## config.mk

```make
export PLATFORM = sky130hd
export DESIGN_NAME = alu8_flag_unit
export DESIGN_NICKNAME = d
export VERILOG_FILES = /design/src/rtl/alu8_pkg.sv /design/src/rtl/alu8_addsub.sv /design/src/rtl/alu8_bitwise.sv /design/src/rtl/alu8_decadj.sv /design/src/rtl/alu8_flag_unit.sv
export SDC_FILE = /design/constraint.sdc
export NUM_CORES = 1
export LEC_CHECK = 0
export CAP_MARGIN = 5
export CORE_MARGIN = 1.5
export CORE_UTILIZATION = 47
export DETAILED_ROUTE_END_ITERATION = 10
export DONT_BUFFER_PORTS = 1
export SLEW_MARGIN = 20
export SYNTH_ARGS = -nofsm -noshare
export SYNTH_HDL_FRONTEND = slang
export SYNTH_SLANG_ARGS = --single-unit
```

## constraint.sdc

```tcl
create_clock -name vclk -period 6.74
set_clock_uncertainty 0.2 [all_clocks]
set_input_delay 1.348 -clock vclk [all_inputs]
set_output_delay 1.348 -clock vclk [all_outputs]
set_load 0.05 [all_outputs]
```

## src/rtl/alu8_pkg.sv

```systemverilog
package alu8_pkg;

    typedef enum logic [3:0] {
        OP_ADD  = 4'd0,
        OP_ADC  = 4'd1,
        OP_SUB  = 4'd2,
        OP_SBC  = 4'd3,
        OP_CMP  = 4'd4,
        OP_AND  = 4'd5,
        OP_OR   = 4'd6,
        OP_XOR  = 4'd7,
        OP_INC  = 4'd8,
        OP_DEC  = 4'd9,
        OP_NEG  = 4'd10,
        OP_CPL  = 4'd11,
        OP_SCF  = 4'd12,
        OP_CCF  = 4'd13,
        OP_DAA  = 4'd14,
        OP_PASS = 4'd15
    } alu_op_e;

    localparam int FLAG_S  = 7;
    localparam int FLAG_Z  = 6;
    localparam int FLAG_H  = 4;
    localparam int FLAG_PV = 2;
    localparam int FLAG_N  = 1;
    localparam int FLAG_C  = 0;

endpackage

```

## src/rtl/alu8_addsub.sv

```systemverilog
module alu8_addsub #(
    parameter int W = 8
) (
    input  logic [W-1:0] a_i,
    input  logic [W-1:0] b_i,
    input  logic         cin_i,
    input  logic         sub_i,
    output logic [W-1:0] sum_o,
    output logic         half_o,
    output logic         ovf_o,
    output logic         cout_o
);
    localparam int NIB = W / 2;

    logic [W-1:0] b_eff;
    logic         c_eff;
    logic [W:0]   full;
    logic [NIB:0] low;

    always_comb begin
        b_eff  = sub_i ? ~b_i : b_i;
        c_eff  = sub_i ? ~cin_i : cin_i;
        full   = {1'b0, a_i} + {1'b0, b_eff} + {{W{1'b0}}, c_eff};
        low    = {1'b0, a_i[NIB-1:0]} + {1'b0, b_eff[NIB-1:0]} + {{NIB{1'b0}}, c_eff};
        sum_o  = full[W-1:0];
        cout_o = sub_i ? ~full[W] : full[W];
        half_o = sub_i ? ~low[NIB] : low[NIB];
        ovf_o  = (a_i[W-1] == b_eff[W-1]) && (full[W-1] != a_i[W-1]);
    end

    // adding zero with no carry-in must return the first operand and no carry
    always_comb begin
        if (!sub_i && !cin_i && b_i == '0) begin
            assert_add_zero_identity_R2: assert (sum_o == a_i && !cout_o && !ovf_o);
        end
    end

endmodule

```

## src/rtl/alu8_bitwise.sv

```systemverilog
module alu8_bitwise
    import alu8_pkg::*;
#(
    parameter int W = 8
) (
    input  alu_op_e      op_i,
    input  logic [W-1:0] a_i,
    input  logic [W-1:0] b_i,
    output logic [W-1:0] res_o,
    output logic         even_o
);
    always_comb begin
        unique case (op_i)
            OP_AND:  res_o = a_i & b_i;
            OP_OR:   res_o = a_i | b_i;
            OP_XOR:  res_o = a_i ^ b_i;
            default: res_o = '0;
        endcase
        even_o = ~^res_o;
    end

    // an AND result can never contain a bit absent from either operand
    always_comb begin
        if (op_i == OP_AND) begin
            assert_and_subset_R6: assert ((res_o & ~a_i) == '0 && (res_o & ~b_i) == '0);
        end
    end

endmodule

```

## src/rtl/alu8_decadj.sv

```systemverilog
module alu8_decadj (
    input  logic [7:0] acc_i,
    input  logic       n_i,
    input  logic       h_i,
    input  logic       c_i,
    output logic [7:0] res_o,
    output logic       h_o,
    output logic       c_o
);
    logic       lo_fix;
    logic       hi_fix;
    logic [7:0] corr;

    always_comb begin
        lo_fix = h_i || (acc_i[3:0] > 4'd9);
        hi_fix = c_i || (acc_i > 8'h99);
        corr   = {(hi_fix ? 4'h6 : 4'h0), (lo_fix ? 4'h6 : 4'h0)};
        res_o  = n_i ? (acc_i - corr) : (acc_i + corr);
        c_o    = hi_fix;
        h_o    = n_i ? (h_i && (acc_i[3:0] < 4'd6)) : (acc_i[3:0] > 4'd9);
    end

    // an incoming carry is never cleared by the adjustment
    always_comb begin
        if (c_i) begin
            assert_daa_carry_kept_R10: assert (c_o);
        end
    end

endmodule

```

## src/rtl/alu8_flag_unit.sv

```systemverilog
module alu8_flag_unit
    import alu8_pkg::*;
(
    input  logic [3:0] op_i,
    input  logic [7:0] acc_i,
    input  logic [7:0] opnd_i,
    input  logic [7:0] flags_i,
    output logic [7:0] result_o,
    output logic [7:0] flags_o
);
    localparam int W = 8;

    alu_op_e      op;
    logic [W-1:0] add_a, add_b, add_sum;
    logic         add_cin, add_sub, add_h, add_v, add_c;
    logic [W-1:0] log_res;
    logic         log_even;
    logic [W-1:0] daa_res;
    logic         daa_h, daa_c;

    assign op = alu_op_e'(op_i);

    // operand steering for the shared adder
    always_comb begin
        add_a   = acc_i;
        add_b   = opnd_i;
        add_cin = 1'b0;
        add_sub = 1'b0;
        unique case (op)
            OP_ADC:         add_cin = flags_i[FLAG_C];
            OP_SUB, OP_CMP: add_sub = 1'b1;
            OP_SBC: begin
                add_sub = 1'b1;
                add_cin = flags_i[FLAG_C];
            end
            OP_INC:         add_b = 8'd1;
            OP_DEC: begin
                add_b   = 8'd1;
                add_sub = 1'b1;
            end
            OP_NEG: begin
                add_a   = 8'd0;
                add_b   = acc_i;
                add_sub = 1'b1;
            end
            default: ;
        endcase
    end

    alu8_addsub #(.W(W)) u_addsub (
        .a_i    (add_a),
        .b_i    (add_b),
        .cin_i  (add_cin),
        .sub_i  (add_sub),
        .sum_o  (add_sum),
        .half_o (add_h),
        .ovf_o  (add_v),
        .cout_o (add_c)
    );

    alu8_bitwise #(.W(W)) u_bitwise (
        .op_i   (op),
        .a_i    (acc_i),
        .b_i    (opnd_i),
        .res_o  (log_res),
        .even_o (log_even)
    );

    alu8_decadj u_decadj (
        .acc_i (acc_i),
        .n_i   (flags_i[FLAG_N]),
        .h_i   (flags_i[FLAG_H]),
        .c_i   (flags_i[FLAG_C]),
        .res_o (daa_res),
        .h_o   (daa_h),
        .c_o   (daa_c)
    );

    // result and flag selection per operation
    always_comb begin
        result_o = acc_i;
        flags_o  = flags_i;
        unique case (op)
            OP_ADD, OP_ADC, OP_SUB, OP_SBC, OP_CMP, OP_NEG: begin
                result_o         = (op == OP_CMP) ? acc_i : add_sum;
                flags_o[FLAG_S]  = add_sum[W-1];
                flags_o[FLAG_Z]  = (add_sum == '0);
                flags_o[FLAG_H]  = add_h;
                flags_o[FLAG_PV] = add_v;
                flags_o[FLAG_N]  = add_sub;
                flags_o[FLAG_C]  = add_c;
            end
            OP_AND, OP_OR, OP_XOR: begin
                result_o         = log_res;
                flags_o[FLAG_S]  = log_res[W-1];
                flags_o[FLAG_Z]  = (log_res == '0);
                flags_o[FLAG_H]  = (op == OP_AND);
                flags_o[FLAG_PV] = log_even;
                flags_o[FLAG_N]  = 1'b0;
                flags_o[FLAG_C]  = 1'b0;
            end
            OP_INC, OP_DEC: begin
                result_o         = add_sum;
                flags_o[FLAG_S]  = add_sum[W-1];
                flags_o[FLAG_Z]  = (add_sum == '0);
                flags_o[FLAG_H]  = add_h;
                flags_o[FLAG_PV] = add_v;
                flags_o[FLAG_N]  = add_sub;
            end
            OP_CPL: begin
                result_o        = ~acc_i;
                flags_o[FLAG_H] = 1'b1;
                flags_o[FLAG_N] = 1'b1;
            end
            OP_SCF: begin
                flags_o[FLAG_C] = 1'b1;
                flags_o[FLAG_H] = 1'b0;
                flags_o[FLAG_N] = 1'b0;
            end
            OP_CCF: begin
                flags_o[FLAG_H] = flags_i[FLAG_C];
                flags_o[FLAG_C] = ~flags_i[FLAG_C];
                flags_o[FLAG_N] = 1'b0;
            end
            OP_DAA: begin
                result_o         = daa_res;
                flags_o[FLAG_S]  = daa_res[W-1];
                flags_o[FLAG_Z]  = (daa_res == '0);
                flags_o[FLAG_H]  = daa_h;
                flags_o[FLAG_PV] = ~^daa_res;
                flags_o[FLAG_C]  = daa_c;
            end
            default: ;
        endcase
    end

    // guards on the selected outputs
    always_comb begin
        assert_spare_bits_kept_R1: assert (flags_o[5] == flags_i[5] && flags_o[3] == flags_i[3]);
        if (op == OP_CMP) begin
            assert_cmp_keeps_acc_R4: assert (result_o == acc_i);
        end
        if (op == OP_AND || op == OP_OR || op == OP_XOR) begin
            assert_logic_clears_nc_R6: assert (!flags_o[FLAG_N] && !flags_o[FLAG_C]);
        end
        if (op == OP_INC || op == OP_DEC) begin
            assert_incdec_keep_carry_R7: assert (flags_o[FLAG_C] == flags_i[FLAG_C]);
        end
        if (op == OP_CPL) begin
            assert_cpl_inverts_R8: assert ((result_o ^ acc_i) == 8'hFF);
        end
        if (op == OP_PASS) begin
            assert_pass_unchanged_R11: assert (result_o == acc_i && flags_o == flags_i);
        end
    end

endmodule

```

# Yosys cells after proc, flatten, opt, wreduce, memory -nomap -nowiden
# Cells that the tools add are included.
[word_totals]
regBits = 0
[classes]
addsub = 6
magnitude_cmp = 3
eq_ne = 16
n_mux = 20
bitwise = 9
reduce_logical = 17
[ops]
columns = ["op", "count"]
rows = [
  ["8-bit one-hot mux with 5 select lines", 1],
  ["8-bit two-way mux", 4],
  ["4-bit equality test, second input constant", 7],
  ["8-bit logical NOT", 3],
  ["8-bit one-hot mux with 3 select lines", 1],
  ["4-bit by 3-bit equality test with 1-bit output, second input constant", 4],
  ["8-bit NOT", 2],
  ["8-bit one-hot mux with 2 select lines", 1],
  ["8-bit XNOR reduction", 2],
  ["5-bit OR reduction", 2],
  ["8-bit by 8-bit adder with 9-bit output", 1],
  ["9-bit by 1-bit adder with 9-bit output", 1],
  ["8-bit adder", 1],
  ["8-bit AND", 1],
  ["4-bit by 2-bit equality test with 1-bit output, second input constant", 2],
  ["8-bit > comparator, second input constant", 1],
  ["8-bit OR", 1],
  ["8-bit OR reduction", 1],
  ["8-bit subtractor", 1],
  ["8-bit bitwise XOR", 1],
  ["1-bit two-way mux", 6],
  ["3-bit two-way mux", 2],
  ["1-bit one-hot mux with 3 select lines", 2],
  ["1-bit one-hot mux with 6 select lines", 1],
  ["16 further kinds", 22],
]

# Longest topological paths before layout
# Gate-level depths: netlist (run 1).
[depth]
word_depth = 10
mapped_depth = 17
depth_no_buf = 17

# Modules after synthesis
# Synthesis (run 1) repeated with hierarchy kept, for this count alone.
[hier_totals]
hier_cells = 330
hier_area_um2 = 2444.8
[modules_own_cells]
columns = ["module", "n_inst", "cells_each", "area_each_um2"]
rows = [
  ["alu8_flag_unit", 1, 135, 887.1],
  ["alu8_bitwise", 1, 88, 725.7],
  ["alu8_addsub", 1, 50, 424.2],
  ["alu8_decadj", 1, 57, 407.9],
]

# Least setup slack after synthesis (run 1)
# No wires, ideal clock.
[synth_path]
path_kind = "input to output"
startpoint = "in acc_i[2]"
endpoint = "out flags_o[2]"
arrival_time_ps = 4712
path_slack_ps = 480
cell_stages = 17
path_buffers = 0
cell_sequence = "or2_1 nand3_1 nand3_1 a21oi_1 ha_1 inv_1 o21ai_0 ha_1 a21o_1 a41oi_1 xnor2_1 ha_1 xnor2_1 xnor2_1 a21oi_1 a221o_1 a2bb2oi_1"
[synth_via]
elab_chain_len = 8
word_cells_on_any_way = 24
cone_classes = "4 x add/sub; 2 x order compare; 1 x eq/ne; 8 x mux; 4 x bitwise; 5 x reduce/logical"
[synth_rtl]
columns = ["element", "line", "rtl"]
rows = [
  ["start: declaration", "alu8_flag_unit.sv:5", "input logic [7:0] acc_i,"],
  ["8-bit one-hot mux with 2 select lines", "alu8_flag_unit.sv:29", "unique case (op)"],
  ["8-bit NOT", "alu8_addsub.sv:21", "b_eff = sub_i ? ~b_i : b_i;"],
  ["8-bit two-way mux", "alu8_addsub.sv:21", ""],
  ["8-bit by 8-bit adder with 9-bit output", "alu8_addsub.sv:23", "full = {1'b0, a_i} + {1'b0, b_eff} + {{W{1'b0}}, c_eff};"],
  ["9-bit by 1-bit adder with 9-bit output", "alu8_addsub.sv:23", ""],
  ["1-bit != test", "alu8_addsub.sv:28", "ovf_o = (a_i[W-1] == b_eff[W-1]) && (full[W-1] != a_i[W-1]);"],
  ["1-bit logical AND", "alu8_addsub.sv:28", ""],
  ["1-bit one-hot mux with 3 select lines *", "alu8_flag_unit.sv:83", "unique case (op)"],
  ["end: declaration", "alu8_flag_unit.sv:9", "output logic [7:0] flags_o"],
]
# Mark *: on every way between the ends. The rest lies on a longest branch, timed or not.

# Final worst setup path (run 1)
[layout_path]
startpoint = "in op_i[2]"
endpoint = "out flags_o[6]"
[layout_via]
elab_chain_len = 9
word_cells_on_any_way = 31
cone_classes = "2 x add/sub; 11 x eq/ne; 8 x mux; 2 x bitwise; 8 x reduce/logical"
[layout_rtl]
columns = ["element", "line", "rtl"]
rows = [
  ["start: declaration", "alu8_flag_unit.sv:4", "input logic [3:0] op_i,"],
  ["4-bit equality test", "alu8_flag_unit.sv:29, alu8_flag_unit.sv:83", ""],
  ["2-bit OR reduction (no line)", "-", ""],
  ["8-bit one-hot mux with 2 select lines", "alu8_flag_unit.sv:29", ""],
  ["8-bit NOT", "alu8_addsub.sv:21", ""],
  ["8-bit two-way mux", "alu8_addsub.sv:21", ""],
  ["8-bit by 8-bit adder with 9-bit output", "alu8_addsub.sv:23", ""],
  ["9-bit by 1-bit adder with 9-bit output", "alu8_addsub.sv:23", ""],
  ["8-bit logical NOT", "alu8_flag_unit.sv:87, alu8_flag_unit.sv:105", ""],
  ["2-bit one-hot mux with 3 select lines *", "alu8_flag_unit.sv:83", ""],
]
# Marked as above.

==> metrics.txt, run 1 <==
DRC 0; Final setup viols 0; Layout Nets 455; design area 2600 um^2; Synth Area in Compound Gates 38.1%; first-pass GRT wire length 14800 um; Final Hold Vio Count 0; Initial Util 49.7%; Filler Cells Inserted 574; utilization after layout 50.3%; Leak Pwr 0.00116 uW; maximum vdd ir drop 0.0000807 V; Simple-Gate Fraction of Synth Area 20.8%; Synth Area in XOR/XNOR 6.87%; DRT iter0 DRCs 330; combinational share of power 100.0%; port bufs 0; Crit Path Max Fanout 39; P_sw 219 uW; HP Class input pin to primary output; total area of sequential cells 0 um^2; Top Layer Used met4; min cycle time layout 6.29 ns; synthesized cell area 2570 um^2; CP arrival 4.74 ns; Layout area overhead 1.32%; Slowest-stage cell, CP nor2_1; startpoint types input pin; crit-path cells nor2_1, a221oi_1, a21oi_1, a31oi_1, nand2_1, fa_1, inv_1, fa_1, a21o_1, a21oi_2, o21bai_1, a21oi_1, xor2_1, a41o_1; Buf/Inv on CP 1; Die ar. 5920 um^2; sequential-to-total area share from yosys stat 0%; Overall Global Routing Usage 30.9%; crit-path max cell delay 0.54 ns; switching part of the total 63.1%; multiplexer share of the synthesized area 4.29%; period utilisation layout 93.4%; hold path start flags_i[5]; hold endpoint flags_o[5]; cells after synthesis 400; Pint 128 uW; Pins Over Slew Limit 0; sequential share of power 0%; FF+latch count 0; drt via density 6.68; Diodes inserted 0; worst slew pin tran 1.11 ns; number of hold buffers added after cts 0; clock buffers 0; largest family of logic cells by synthesized area compound AO/OA/AOI/OAI gates; kind of critical path input pin to primary output; f_max 159 MHz; slew margin rel. 27.1%; Die Ht 76.9 um; Mean Syn Cell Area 6.42 um^2; CORE AREA 5170 um^2; RSZ-0062 raised after global routing false; Max Cap Violations 0; number of global-route vias before repair 2806; metal3 WL 837 um; layout cells sized above 1 4.18%; wire length on met2 4070 um; DPL Wire Length 6960 um; Mapped Nets 470; post_cts resized 0; WHS Path Cells 0; clock share of power 0%; Pre-antenna DRT Iters 7; Avg WL per Cell 20.0 um; post-CTS setup buffer count 0; status finished, final reports clean; Crit path max-delay family compound AO/OA/AOI/OAI gates; Post-Route WL 9070 um; routability cong. 0.957; Synthesis Warnings 0; # rows 26; via count 3027; Crit. End Element primary output; Congestion Overflow GR 0; IO Pins 44; CP required 5.19 ns; initial antenna violation count 0; Antenna Violating Nets Remaining 0; Chip Width 76.9 um; power per cell area 134 nW/um^2; Multi-input gate area 2340 um^2; area post-placement 2600 um^2; Metal-1 WL 3940 um; largest net degree at the start of global routing 45; Synth Area in Adders 21.0%; post-route setup TNS 0 ns; Unique masters post-synth 53
==> per-layer routing <==
metal	up-vias	track usage, %
li1	1432	-
met1	1383	44.6
met2	190	49.8
met3	22	2.74
met4	0	5.74
met5	-	0
==> layout make-up <==
cell class | count | area share (%)
Multi-Input combinational cell | 345 | 90.0
Inverter | 30 | 4.33
Tap cell | 70 | 3.37
Timing Repair Buffer | 8 | 2.31
==> stage by stage <==
step / total power [uW] / std cells / setup slack, ns / hold slack [ns]
2_1_floorplan: 291 / 400 / 0.480 / 2.66
3_3_place_gp: 340 / 453 / 0.452 / 2.50
3_5_place_dp: 342 / 453 / 0.510 / 2.50
4_1_cts: 343 / 453 / 0.496 / 2.50
5_1_grt: 376 / 453 / 0.164 / 2.50
6_report: 348 / 453 / 0.448 / 2.50
==> cells in the mapped netlist, types with 3 or more instances <==
cell type	number	area [um^2]
ha_1	40	500
inv_1	29	109
a21oi_1	41	205
o21ai_1	6	30.0
nand2_1	46	173
nand3_1	10	50.1
buf_2	10	50.1
xnor2_1	12	105
o21ai_0	39	195
a221o_1	3	30.0
a2bb2oi_1	4	35.0
o22a_1	3	26.3
clkbuf_1	10	37.5
o21a_1	3	22.5
a31oi_1	5	31.3
buf_1	3	11.3
mux2i_1	11	110
a21o_1	4	30.0
o22ai_1	13	81.3
nor3_1	9	45.0
nor4_1	3	18.8
nor2_1	35	131
xor2_1	5	43.8
nor2b_1	3	18.8
a211o_1	3	26.3
a221oi_1	9	78.8
nand2b_1	7	43.8
o221ai_1	5	43.8
==> how the worst max path moves through the flow <==
stage	to	start	slack, ns	cells past startpoint
floorplan	flags_o[2]	acc_i[2]	0.48	17
global placement	flags_o[6]	op_i[2]	0.45	14
detailed placement	flags_o[6]	op_i[2]	0.51	14
CTS	flags_o[6]	op_i[2]	0.50	14
global route	flags_o[6]	op_i[2]	0.16	14
finish	flags_o[6]	op_i[2]	0.45	14
==> power groups by stage <==
| stage | clock network [uW] | logic [uW] | registers [uW] |
|---|---|---|---|
| 6_report | 0 | 348 | 0 |
| 4_1_cts | 0 | 343 | 0 |
| 2_1_floorplan | 0 | 291 | 0 |
| 5_1_grt | 0 | 376 | 0 |
| 3_3_place_gp | 0 | 340 | 0 |
| 3_5_place_dp | 0 | 342 | 0 |
==> cell families after synthesis <==
logic type	count (synthesis)
adders and majority gates	42
AOI/OAI and AO/OA	153
muxes	11
buffers and inverters	55
and+or+nand+nor	121
xor gates and xnor gates	18
==> cell usage in the layout (no fill, tap or decap), types with 5 or more instances in the layout <==
cell	count
ha_1	40
a221oi_1	9
nor2_1	35
o22ai_1	13
nand2b_1	7
mux2i_1	11
o21ai_0	39
o221ai_1	5
nand3_1	10
a21oi_1	41
o21ai_1	6
xnor2_1	12
a31oi_1	5
nand2_1	46
nor3_1	9
inv_1	29
buf_4	8
xor2_1	5
Note: power is estimated with default switching activity, not from simulation.
==> inputs of run 2 (changes only) <==
--- a/config.mk
+++ b/config.mk
@@ -11,4 +11,5 @@
 export DETAILED_ROUTE_END_ITERATION = 10
 export DONT_BUFFER_PORTS = 1
+export PLACE_DENSITY = 0.65
 export SLEW_MARGIN = 20
 export SYNTH_ARGS = -nofsm -noshare
==> constraint.sdc (replaced) <==
create_clock -name vclk -period 6.74
set_clock_uncertainty 0.2 [all_clocks]
set_input_delay 0.337 -clock vclk [all_inputs]
set_output_delay 0.337 -clock vclk [all_outputs]
set_load 0.05 [all_outputs]
==> run 2 against run 1 <==
Compared with the run above: flip-flop and latch count is the same; combinational power shrank 2%; utilization shrank 1.0 points; cell count shrank 1.5%; die area is the same; worst setup slack gained 1.5 ns; first-iteration DRC count shrank 11%; sequential share of layout area is the same; critical path depth grew 3; count of clock-buffer cells in the layout is the same; design area shrank 2.0%; critical endpoint is now flags_o[2].
==> metrics.txt, run 2 (synthesized netlist as in run 1, its figures left out) <==
RSZ-0062 raised after global routing false; Die ar. 5920 um^2; number of hold buffers added after cts 0; Final Hold Vio Count 0; Avg WL per Cell 20.3 um; Hold WS 0.474 ns; DRC 0; port bufs 0; routing usage on met3 6.90%; min cycle time layout 4.81 ns; worst slew pin tran 1.19 ns; HP Class input pin to primary output; startpoint types input pin; CP arrival 4.28 ns; combinational share of power 100.0%; P_sw 219 uW; Chip Width 76.9 um; Slowest-stage cell, CP a2bb2oi_1; IO Pins 44; Crit Path Max Fanout 7; Pins Over Slew Limit 0; Crit path max-delay family compound AO/OA/AOI/OAI gates; Crit. End Element primary output; number of global-route vias before repair 2770; Leak Pwr 0.00113 uW; Initial Util 49.7%; busiest layer in global routing met2; Max Cap Violations 0; most common cell after layout, fill and taps aside nand2_1; f_max 208 MHz; post-CTS setup buffer count 0; DRT iter0 DRCs 295; Congestion Overflow GR 0; area post-placement 2550 um^2; clock share of power 0%; crit-path max cell delay 0.90 ns; initial antenna violation count 0; WHS Path Cells 0; global-route met1 utilization 40.4%; most frequent cells in the layout 46 x nand2_1, 41 x a21oi_1, 40 x ha_1; Diodes inserted 0; Pint 121 uW; status finished, final reports clean; Overall Global Routing Usage 29.7%; design area 2550 um^2; CP required 6.20 ns; DPL Wire Length 6900 um; Die Ht 76.9 um; post_cts resized 0; Post-Route WL 9040 um; maximum vdd ir drop 0.0000628 V; Buf/Inv on CP 1; Crit path depth 17; drt via density 6.77; via count 3020; largest net degree at the start of global routing 45; first-pass GRT wire length 14300 um; Final setup viols 0; slew margin rel. 21.8%; # rows 26; period utilisation layout 71.4%; post-route setup TNS 0 ns; switching part of the total 64.5%; Layout area overhead -0.730%; Layout Nets 448; layout cells sized above 1 2.39%; routability cong. 0.994; clock buffers 0; sequential share of power 0%; total area of sequential cells 0 um^2; CORE AREA 5170 um^2; Antenna Violating Nets Remaining 0; kind of critical path input pin to primary output; FF+latch count 0; total power 340 uW; met2 global-route usage 46.8%; crit-path cells or2_1, nand3_1, nand3_1, a21oi_1, ha_1, inv_1, o21ai_0, ha_1, a21o_1, a41oi_1, xnor2_1, ha_1, xnor2_1, xnor2_1, a21oi_1, a221o_1, a2bb2oi_1; power per cell area 133 nW/um^2; Pre-antenna DRT Iters 5
==> run 2: area by class of cell <==
cell class | instances | area, um^2
timing repair buffer | 1 | 7.51
multi-input combinational | 345 | 2340
inverter | 30 | 113
fill | 558 | 2620
tap | 70 | 87.6
==> run 2: through the flow <==
| step | std cells | utilization (%) | worst slack [ns] |
|---|---|---|---|
| floorplan | 400 | - | 2.50 |
| global placement | 446 | 49.3 | 1.98 |
| detailed placement | 446 | 49.3 | 1.95 |
| CTS | 446 | 49.3 | 1.95 |
| global route | 446 | 49.3 | 1.72 |
| finish | 446 | 49.3 | 1.93 |
==> run 2: layer usage <==
layer	vias to the layer above	share of wire (%)
li1	1417	-
met1	1372	42
met2	205	43
met3	26	12
met4	0	2.4
met5	-	0
==> run 2: power by group through the flow <==
stage | clock [uW] | sequential, uW | combinational (uW)
after floorplan | 0 | 0 | 291
after global placement | 0 | 0 | 331
after detailed placement | 0 | 0 | 333
after CTS | 0 | 0 | 335
after global routing | 0 | 0 | 365
final | 0 | 0 | 340
==> run 2: path summary, 6_finish.rpt <==
| kind | startpoint | end | slack [ns] |
|---|---|---|---|
| max | acc_i[2] | flags_o[2] | 1.93 |
| min | flags_i[5] | flags_o[5] | 0.47 |
